**src/rtl/regx_pkg.sv**
```systemverilog
package regx_pkg;

    localparam int BYTE_W = 8;
    localparam int WORD_W = 2 * BYTE_W;
    localparam int SEL_W  = 3;
    localparam int OPC_W  = 3;
    localparam int NPORT  = 2;

    typedef enum logic [SEL_W-1:0] {
        SEL_A  = 3'd0,
        SEL_B  = 3'd1,
        SEL_D  = 3'd2,
        SEL_X  = 3'd3,
        SEL_Y  = 3'd4,
        SEL_SP = 3'd5,
        SEL_N6 = 3'd6,
        SEL_N7 = 3'd7
    } rsel_e;

    typedef enum logic [OPC_W-1:0] {
        OPC_COPY = 3'd0,
        OPC_SWAP = 3'd1,
        OPC_SEXT = 3'd2,
        OPC_A2B  = 3'd3,
        OPC_B2A  = 3'd4,
        OPC_RS5  = 3'd5,
        OPC_RS6  = 3'd6,
        OPC_RS7  = 3'd7
    } opc_e;

    typedef struct packed {
        logic              a_en;
        logic [BYTE_W-1:0] a_d;
        logic              b_en;
        logic [BYTE_W-1:0] b_d;
        logic              x_en;
        logic [WORD_W-1:0] x_d;
        logic              y_en;
        logic [WORD_W-1:0] y_d;
        logic              s_en;
        logic [WORD_W-1:0] s_d;
    } wr_set_t;

    function automatic logic is_narrow(rsel_e s);
        return (s == SEL_A) || (s == SEL_B);
    endfunction

    // Shape a source value for a destination of the given width class.
    function automatic logic [WORD_W-1:0] fit_to(logic [WORD_W-1:0] v, rsel_e dst);
        return is_narrow(dst) ? {{BYTE_W{1'b0}}, v[BYTE_W-1:0]} : v;
    endfunction

    function automatic logic [WORD_W-1:0] sign_widen(logic [BYTE_W-1:0] v);
        return {{BYTE_W{v[BYTE_W-1]}}, v};
    endfunction

endpackage

```
**src/rtl/regx_operand_mux.sv**
```systemverilog
module regx_operand_mux
    import regx_pkg::*;
(
    input  rsel_e             sel,
    input  logic [BYTE_W-1:0] cur_a,
    input  logic [BYTE_W-1:0] cur_b,
    input  logic [WORD_W-1:0] cur_x,
    input  logic [WORD_W-1:0] cur_y,
    input  logic [WORD_W-1:0] cur_s,
    output logic [WORD_W-1:0] val
);
    always_comb begin
        unique case (sel)
            SEL_A:   val = {{BYTE_W{1'b0}}, cur_a};
            SEL_B:   val = {{BYTE_W{1'b0}}, cur_b};
            SEL_D:   val = {cur_a, cur_b};
            SEL_X:   val = cur_x;
            SEL_Y:   val = cur_y;
            SEL_SP:  val = cur_s;
            default: val = '0;
        endcase
    end
endmodule

```
**src/rtl/regx_write_route.sv**
```systemverilog
module regx_write_route
    import regx_pkg::*;
(
    input  logic              en,
    input  rsel_e             sel,
    input  logic [WORD_W-1:0] data,
    output wr_set_t           req
);
    always_comb begin
        req = '0;
        if (en) begin
            unique case (sel)
                SEL_A: begin
                    req.a_en = 1'b1;
                    req.a_d  = data[BYTE_W-1:0];
                end
                SEL_B: begin
                    req.b_en = 1'b1;
                    req.b_d  = data[BYTE_W-1:0];
                end
                SEL_D: begin
                    req.a_en = 1'b1;
                    req.a_d  = data[WORD_W-1:BYTE_W];
                    req.b_en = 1'b1;
                    req.b_d  = data[BYTE_W-1:0];
                end
                SEL_X: begin
                    req.x_en = 1'b1;
                    req.x_d  = data;
                end
                SEL_Y: begin
                    req.y_en = 1'b1;
                    req.y_d  = data;
                end
                SEL_SP: begin
                    req.s_en = 1'b1;
                    req.s_d  = data;
                end
                default: req = '0;
            endcase
        end
    end
endmodule

```
**src/rtl/regx_xfer_unit.sv**
```systemverilog
module regx_xfer_unit
    import regx_pkg::*;
(
    input  logic                clk,
    input  logic                rst,
    input  logic                op_valid,
    input  logic [OPC_W-1:0]    op_code,
    input  logic [SEL_W-1:0]    src_sel,
    input  logic [SEL_W-1:0]    dst_sel,
    input  logic [BYTE_W-1:0]   cur_a,
    input  logic [BYTE_W-1:0]   cur_b,
    input  logic [WORD_W-1:0]   cur_x,
    input  logic [WORD_W-1:0]   cur_y,
    input  logic [WORD_W-1:0]   cur_s,
    output logic                wr_a_en,
    output logic [BYTE_W-1:0]   wr_a_data,
    output logic                wr_b_en,
    output logic [BYTE_W-1:0]   wr_b_data,
    output logic                wr_x_en,
    output logic [WORD_W-1:0]   wr_x_data,
    output logic                wr_y_en,
    output logic [WORD_W-1:0]   wr_y_data,
    output logic                wr_s_en,
    output logic [WORD_W-1:0]   wr_s_data,
    output logic                flag_upd,
    output logic                flag_n,
    output logic                flag_z,
    output logic                flag_v
);
    opc_e  opc;
    rsel_e src_e;
    rsel_e dst_e;
    assign opc   = opc_e'(op_code);
    assign src_e = rsel_e'(src_sel);
    assign dst_e = rsel_e'(dst_sel);

    // Port 0 reads the source and writes the destination; port 1 the reverse.
    rsel_e             rd_sel  [NPORT];
    logic [WORD_W-1:0] rd_val  [NPORT];
    rsel_e             wr_sel  [NPORT];
    logic              wr_en   [NPORT];
    logic [WORD_W-1:0] wr_val  [NPORT];
    wr_set_t           wr_req  [NPORT];

    assign rd_sel[0] = src_e;
    assign rd_sel[1] = dst_e;

    for (genvar i = 0; i < NPORT; i++) begin : g_port
        regx_operand_mux u_mux (
            .sel   (rd_sel[i]),
            .cur_a (cur_a),
            .cur_b (cur_b),
            .cur_x (cur_x),
            .cur_y (cur_y),
            .cur_s (cur_s),
            .val   (rd_val[i])
        );
        regx_write_route u_route (
            .en   (wr_en[i]),
            .sel  (wr_sel[i]),
            .data (wr_val[i]),
            .req  (wr_req[i])
        );
    end

    logic              fl_en;
    logic [BYTE_W-1:0] fl_byte;

    always_comb begin
        wr_en[0]  = 1'b0;
        wr_en[1]  = 1'b0;
        wr_sel[0] = dst_e;
        wr_sel[1] = src_e;
        wr_val[0] = '0;
        wr_val[1] = '0;
        fl_en     = 1'b0;
        fl_byte   = '0;
        if (op_valid) begin
            unique case (opc)
                OPC_COPY: begin
                    wr_en[0]  = 1'b1;
                    wr_val[0] = fit_to(rd_val[0], dst_e);
                end
                OPC_SWAP: begin
                    if (src_e != dst_e) begin
                        wr_en[0]  = 1'b1;
                        wr_val[0] = fit_to(rd_val[0], dst_e);
                        wr_en[1]  = 1'b1;
                        wr_val[1] = fit_to(rd_val[1], src_e);
                    end
                end
                OPC_SEXT: begin
                    wr_en[0]  = 1'b1;
                    wr_val[0] = fit_to(sign_widen(rd_val[0][BYTE_W-1:0]), dst_e);
                end
                OPC_A2B: begin
                    wr_en[0]  = 1'b1;
                    wr_sel[0] = SEL_B;
                    wr_val[0] = {{BYTE_W{1'b0}}, cur_a};
                    fl_en     = 1'b1;
                    fl_byte   = cur_a;
                end
                OPC_B2A: begin
                    wr_en[0]  = 1'b1;
                    wr_sel[0] = SEL_A;
                    wr_val[0] = {{BYTE_W{1'b0}}, cur_b};
                    fl_en     = 1'b1;
                    fl_byte   = cur_b;
                end
                default: ;
            endcase
        end
    end

    // Merge both ports; a write naming an accumulator directly beats one via D.
    wr_set_t merged;
    always_comb begin
        merged = '0;
        if (wr_req[1].a_en && is_narrow(wr_sel[1])) begin
            merged.a_en = 1'b1; merged.a_d = wr_req[1].a_d;
        end else if (wr_req[0].a_en) begin
            merged.a_en = 1'b1; merged.a_d = wr_req[0].a_d;
        end else if (wr_req[1].a_en) begin
            merged.a_en = 1'b1; merged.a_d = wr_req[1].a_d;
        end
        if (wr_req[1].b_en && is_narrow(wr_sel[1])) begin
            merged.b_en = 1'b1; merged.b_d = wr_req[1].b_d;
        end else if (wr_req[0].b_en) begin
            merged.b_en = 1'b1; merged.b_d = wr_req[0].b_d;
        end else if (wr_req[1].b_en) begin
            merged.b_en = 1'b1; merged.b_d = wr_req[1].b_d;
        end
        merged.x_en = wr_req[0].x_en | wr_req[1].x_en;
        merged.x_d  = wr_req[0].x_d  | wr_req[1].x_d;
        merged.y_en = wr_req[0].y_en | wr_req[1].y_en;
        merged.y_d  = wr_req[0].y_d  | wr_req[1].y_d;
        merged.s_en = wr_req[0].s_en | wr_req[1].s_en;
        merged.s_d  = wr_req[0].s_d  | wr_req[1].s_d;
    end

    always_ff @(posedge clk) begin
        if (rst) begin
            {wr_a_en, wr_a_data, wr_b_en, wr_b_data} <= '0;
            {wr_x_en, wr_x_data, wr_y_en, wr_y_data} <= '0;
            {wr_s_en, wr_s_data}                     <= '0;
            {flag_upd, flag_n, flag_z, flag_v}       <= '0;
        end else begin
            wr_a_en   <= merged.a_en;
            wr_a_data <= merged.a_d;
            wr_b_en   <= merged.b_en;
            wr_b_data <= merged.b_d;
            wr_x_en   <= merged.x_en;
            wr_x_data <= merged.x_d;
            wr_y_en   <= merged.y_en;
            wr_y_data <= merged.y_d;
            wr_s_en   <= merged.s_en;
            wr_s_data <= merged.s_d;
            flag_upd  <= fl_en;
            flag_n    <= fl_en & fl_byte[BYTE_W-1];
            flag_z    <= fl_en & (fl_byte == '0);
            flag_v    <= 1'b0;
        end
    end

    // idle or reserved requests leave every output enable low
    a_r2_idle_quiet: assert property (@(posedge clk) disable iff (rst)
        (!op_valid || op_code > 3'd4) |=>
        !(wr_a_en || wr_b_en || wr_x_en || wr_y_en || wr_s_en || flag_upd));

    // a generic copy never touches the flags
    a_r3_copy_no_flags: assert property (@(posedge clk) disable iff (rst)
        (op_valid && op_code == 3'd0) |=> !flag_upd);

    // accumulator widened into Y has a zero upper byte
    a_r4_widen_zero: assert property (@(posedge clk) disable iff (rst)
        (op_valid && op_code == 3'd0 && src_sel <= 3'd1 && dst_sel == 3'd4)
        |=> (wr_y_en && wr_y_data[WORD_W-1:BYTE_W] == '0));

    // self swap writes nothing
    a_r7_self_swap: assert property (@(posedge clk) disable iff (rst)
        (op_valid && op_code == 3'd1 && src_sel == dst_sel) |=>
        !(wr_a_en || wr_b_en || wr_x_en || wr_y_en || wr_s_en));

    // sign-widen into X replicates bit 7
    a_r9_sext_fill: assert property (@(posedge clk) disable iff (rst)
        (op_valid && op_code == 3'd2 && dst_sel == 3'd3) |=>
        (wr_x_en && wr_x_data[WORD_W-1:BYTE_W] == {BYTE_W{wr_x_data[BYTE_W-1]}}));

    // A-to-B flags follow the moved byte
    a_r10_a2b_flags: assert property (@(posedge clk) disable iff (rst)
        (op_valid && op_code == 3'd3) |=>
        (flag_upd && wr_b_en && !flag_v && flag_n == wr_b_data[BYTE_W-1]
         && flag_z == (wr_b_data == '0)));

endmodule

```
**config.mk**
```make
export PLATFORM = sky130hd
export DESIGN_NAME = regx_xfer_unit
export DESIGN_NICKNAME = d
export VERILOG_FILES = /design/src/rtl/regx_pkg.sv /design/src/rtl/regx_operand_mux.sv /design/src/rtl/regx_write_route.sv /design/src/rtl/regx_xfer_unit.sv
export SDC_FILE = /design/constraint.sdc
export NUM_CORES = 1
export LEC_CHECK = 0
export BUFFER_PORTS_ARGS = -buffer_cell sky130_fd_sc_hd__buf_2
export CAP_MARGIN = 10
export CORE_ASPECT_RATIO = 1.75
export CORE_MARGIN = 5
export CORE_UTILIZATION = 35
export DETAILED_ROUTE_END_ITERATION = 8
export SLEW_MARGIN = 0
export SYNTH_ARGS = -nofsm -noshare
export SYNTH_HDL_FRONTEND = slang
export SYNTH_SLANG_ARGS = --single-unit
```
**constraint.sdc**
```tcl
create_clock -name clk -period 1.58 [get_ports clk]
set_clock_uncertainty 0.1 [all_clocks]
set_input_delay 0.079 -clock clk [delete_from_list [all_inputs] [get_ports clk]]
set_output_delay 0.079 -clock clk [all_outputs]
set_load 0.03 [all_outputs]
```
==> impl_metrics.csv <==
group,metric,value,unit
status,outcome,"complete, but fails checks",
status,violations,"negative setup slack",
placement,placedCellCount,985,
drt,drt-initial-drc-count,248,
setup_path,worstPathRequired,1.73,ns
drt,routed_via_density,5.56,
synth,synth_edf_count,0,
sta,tns,-0.0161,ns
drt,wirelength,20000,um
synth,avgSynthCellArea,8.46,um2
synth,yosysWarningCount,0,
placement,port_buffers,147,
power,power.leakage,3.44,nW
floorplanning,fp.dieArea,0.0163,mm2
synth,yosysUniqueCellTypes,68,
drt,wl_per_cell,19.6,um
drt,ant_nets,0,
sta,fin_crit,1.60,ns
synth,synth_area_leaders,"dfxtp_1, mux2i_1, a22oi_1",
synth,synth_largest_area_cell,"dfxtp_1",
final_layout,antenna_cells,0,
floorplanning,core_area,0.0135,mm2
setup_path,arrival,1.75,ns
final_layout,nets,916,
sta,hold_viol_final,0,
placement,gp_congestion,0.929,
setup_path,cp_top_family,"simple AND/OR/NAND/NOR gates",
global_route,antenna_found_initial,0,
sta,finalWorstSetupSlack,-0.0161,ns
clock_tree,cts-root-buf,"clkbuf_16",
setup_path,path_buf_inv,2,
global_route,grt_use_total,0.233,
setup_path,path_max_fanout,5,
sta,clock.fmax,627,MHz
synth,syn_inst,571,
floorplanning,start_util,0.359,
sta,rsz0062_at_grt,"true",
global_route,grt_pass1_vias,5743,
setup_path,start_kind,"primary input",
power,power.density,680,mW/mm2
global_route,grt_first_pass_wirelength,30000,um
global_route,grt_start_max_net_pins,47,
setup_path,end_kind,"register",
clock_tree,cts_buffers,9,
floorplanning,die_h,165,um
floorplanning,num_rows,56,
setup_path,crit_type,"primary input to register",
synth,synth_area,0.00483,mm2
final_layout,final_cells,1019,
setup_path,path_cells,"buf_8 -> buf_8 -> or4b_4 -> o21ai_4 -> nor2_1 -> o21a_1 -> or4_1 -> o21ai_2",
synth,synth_top_area_frac,0.298,
synth,synthTopCellsByCount,"dfxtp_1, mux2i_1, nor2_1, a21oi_1, a22oi_1",
drt,post-route-drc-count,0,
synth,synth-async-reset-ratio,0,
clock_tree,clock_sinks,72,
drt,vias,5663,
final_layout,drive_gt1_frac,0.483,
drt,dr.pass1.iters,5,
setup_path,cp_slowest_cell,"or4b_4",
clock_tree,cts.path.max_buffers,2,
sta,maxSlewViolCount,0,
sta,setup_viol_count_final,1,
clock_tree,cts_tree,"built",
placement,dpl.hpwl,16200,um
synth,yosysMostFrequentCell,"dfxtp_1",
hold_path,whs_path_depth,2,
setup_path,critPathMaxStageDelay,0.49,ns
final_layout,design_area,0.00763,mm2
synth,ys_ff_latch,72,
global_route,overflow,0,
setup_path,cp.depth,8,
clock_tree,h-tree-depth,3,
synth,ys_seq_area_frac,0.298,
synth,syn-num-nets,647,
floorplanning,die_x,98.8,um
power,ir_drop,0.000418,V
clock_tree,path_clk_slew,0.06,ns
sta,period_share,1.01,
final_layout,syn2layout_area_growth,57.9,%
synth,synthFlopType,"dfxtp_1",
floorplanning,io_pins,149,
setup_path,crit_top_cell,"buf_8",
hold_path,min_path_type,"primary input to register",
job,max-cap-violations,0,
placement,placed_cell_area,0.00669,mm2
[registers in the layout (all words and copies together) (netlist names)]
register	cells
flag_z	1
wr_b_en	1
wr_x_data	16
wr_x_en	1
flag_n	1
flag_upd	1
wr_s_data	16
wr_a_data	8
wr_s_en	1
wr_y_en	1
wr_b_data	8
wr_y_data	16
wr_a_en	1
[repair_timing]
item | 4_1_cts | 5_1_grt
gates cloned | 0 | 3
hold buffers | 0 | 0
resized for setup | 37 | 77
setup endpoints to repair | 52 | 63
buffers inserted | 5 | 11
pin swaps | 4 | 26
[power breakdown]
part	switching [mW]	total (mW)	internal, mW
sequential	0.00416	1.83	1.83
combinational	0.814	1.48	0.670
clock	0.759	1.87	1.11
total	1.58	5.19	3.61
[cell type report]
class | instances | area, um2
Fill cell | 1272 | 5820
Multi-Input combinational cell | 441 | 3500
Timing Repair Buffer | 310 | 2160
Sequential cell | 72 | 1440
Clock buffer | 10 | 239
Tap cell | 174 | 218
Clock inverter | 6 | 43.8
Inverter | 6 | 22.5
[worst paths after layout]
| path | startpoint | end |
|---|---|---|
| max | src_sel[2] | wr_b_data[7] |
| min | rst | wr_y_data[15] |
[per-layer routing]
metal / part of all wire / up-vias / track usage
met5: 0 / - / 0
met4: 0.030 / 0 / 0.0926
met3: 0.048 / 39 / 0.0240
met2: 0.55 / 212 / 0.451
met1: 0.37 / 2721 / 0.256
li1: - / 2691 / -
[stage by stage]
stage / util / hold WS [ns] / total power, mW / setup WS [ns]
6_report: 0.567 / 0.0530 / 5.19 / -0.0161
5_1_grt: 0.567 / 0.0696 / 5.39 / -0.0538
4_1_cts: 0.531 / 0.0440 / 5.09 / -0.00187
3_5_place_dp: 0.497 / 0.379 / 3.19 / -0.546
3_3_place_gp: 0.497 / 0.372 / 3.18 / -0.560
2_1_floorplan: - / 0.192 / 2.57 / -0.0704
[layout by cell type (no fill, tap or decap), types with 9 or more instances in the layout]
cell / instances
buf_2: 144
buf_4: 137
dfxtp_1: 72
mux2i_1: 59
nor2_1: 54
a21oi_1: 45
a22oi_1: 41
o21ai_0: 22
nand3_1: 22
nand2_1: 16
a211oi_1: 13
buf_6: 13
clkbuf_16: 10
o22a_1: 9
o21ai_1: 9
[cells by family (layout without fill, tap and decap cells)]
group                     Yosys count  in the layout  synth area share
AOI/OAI and AO/OA                 222            222             0.320
and+or+nand+nor                   152            152             0.178
DFF                                72             72             0.298
muxes                              59             59             0.122
buffers and inverters              58            332            0.0676
xor gates and xnor gates            7              7            0.0127
other                               1              1          0.000776
(Power assumes the default switching activity.)
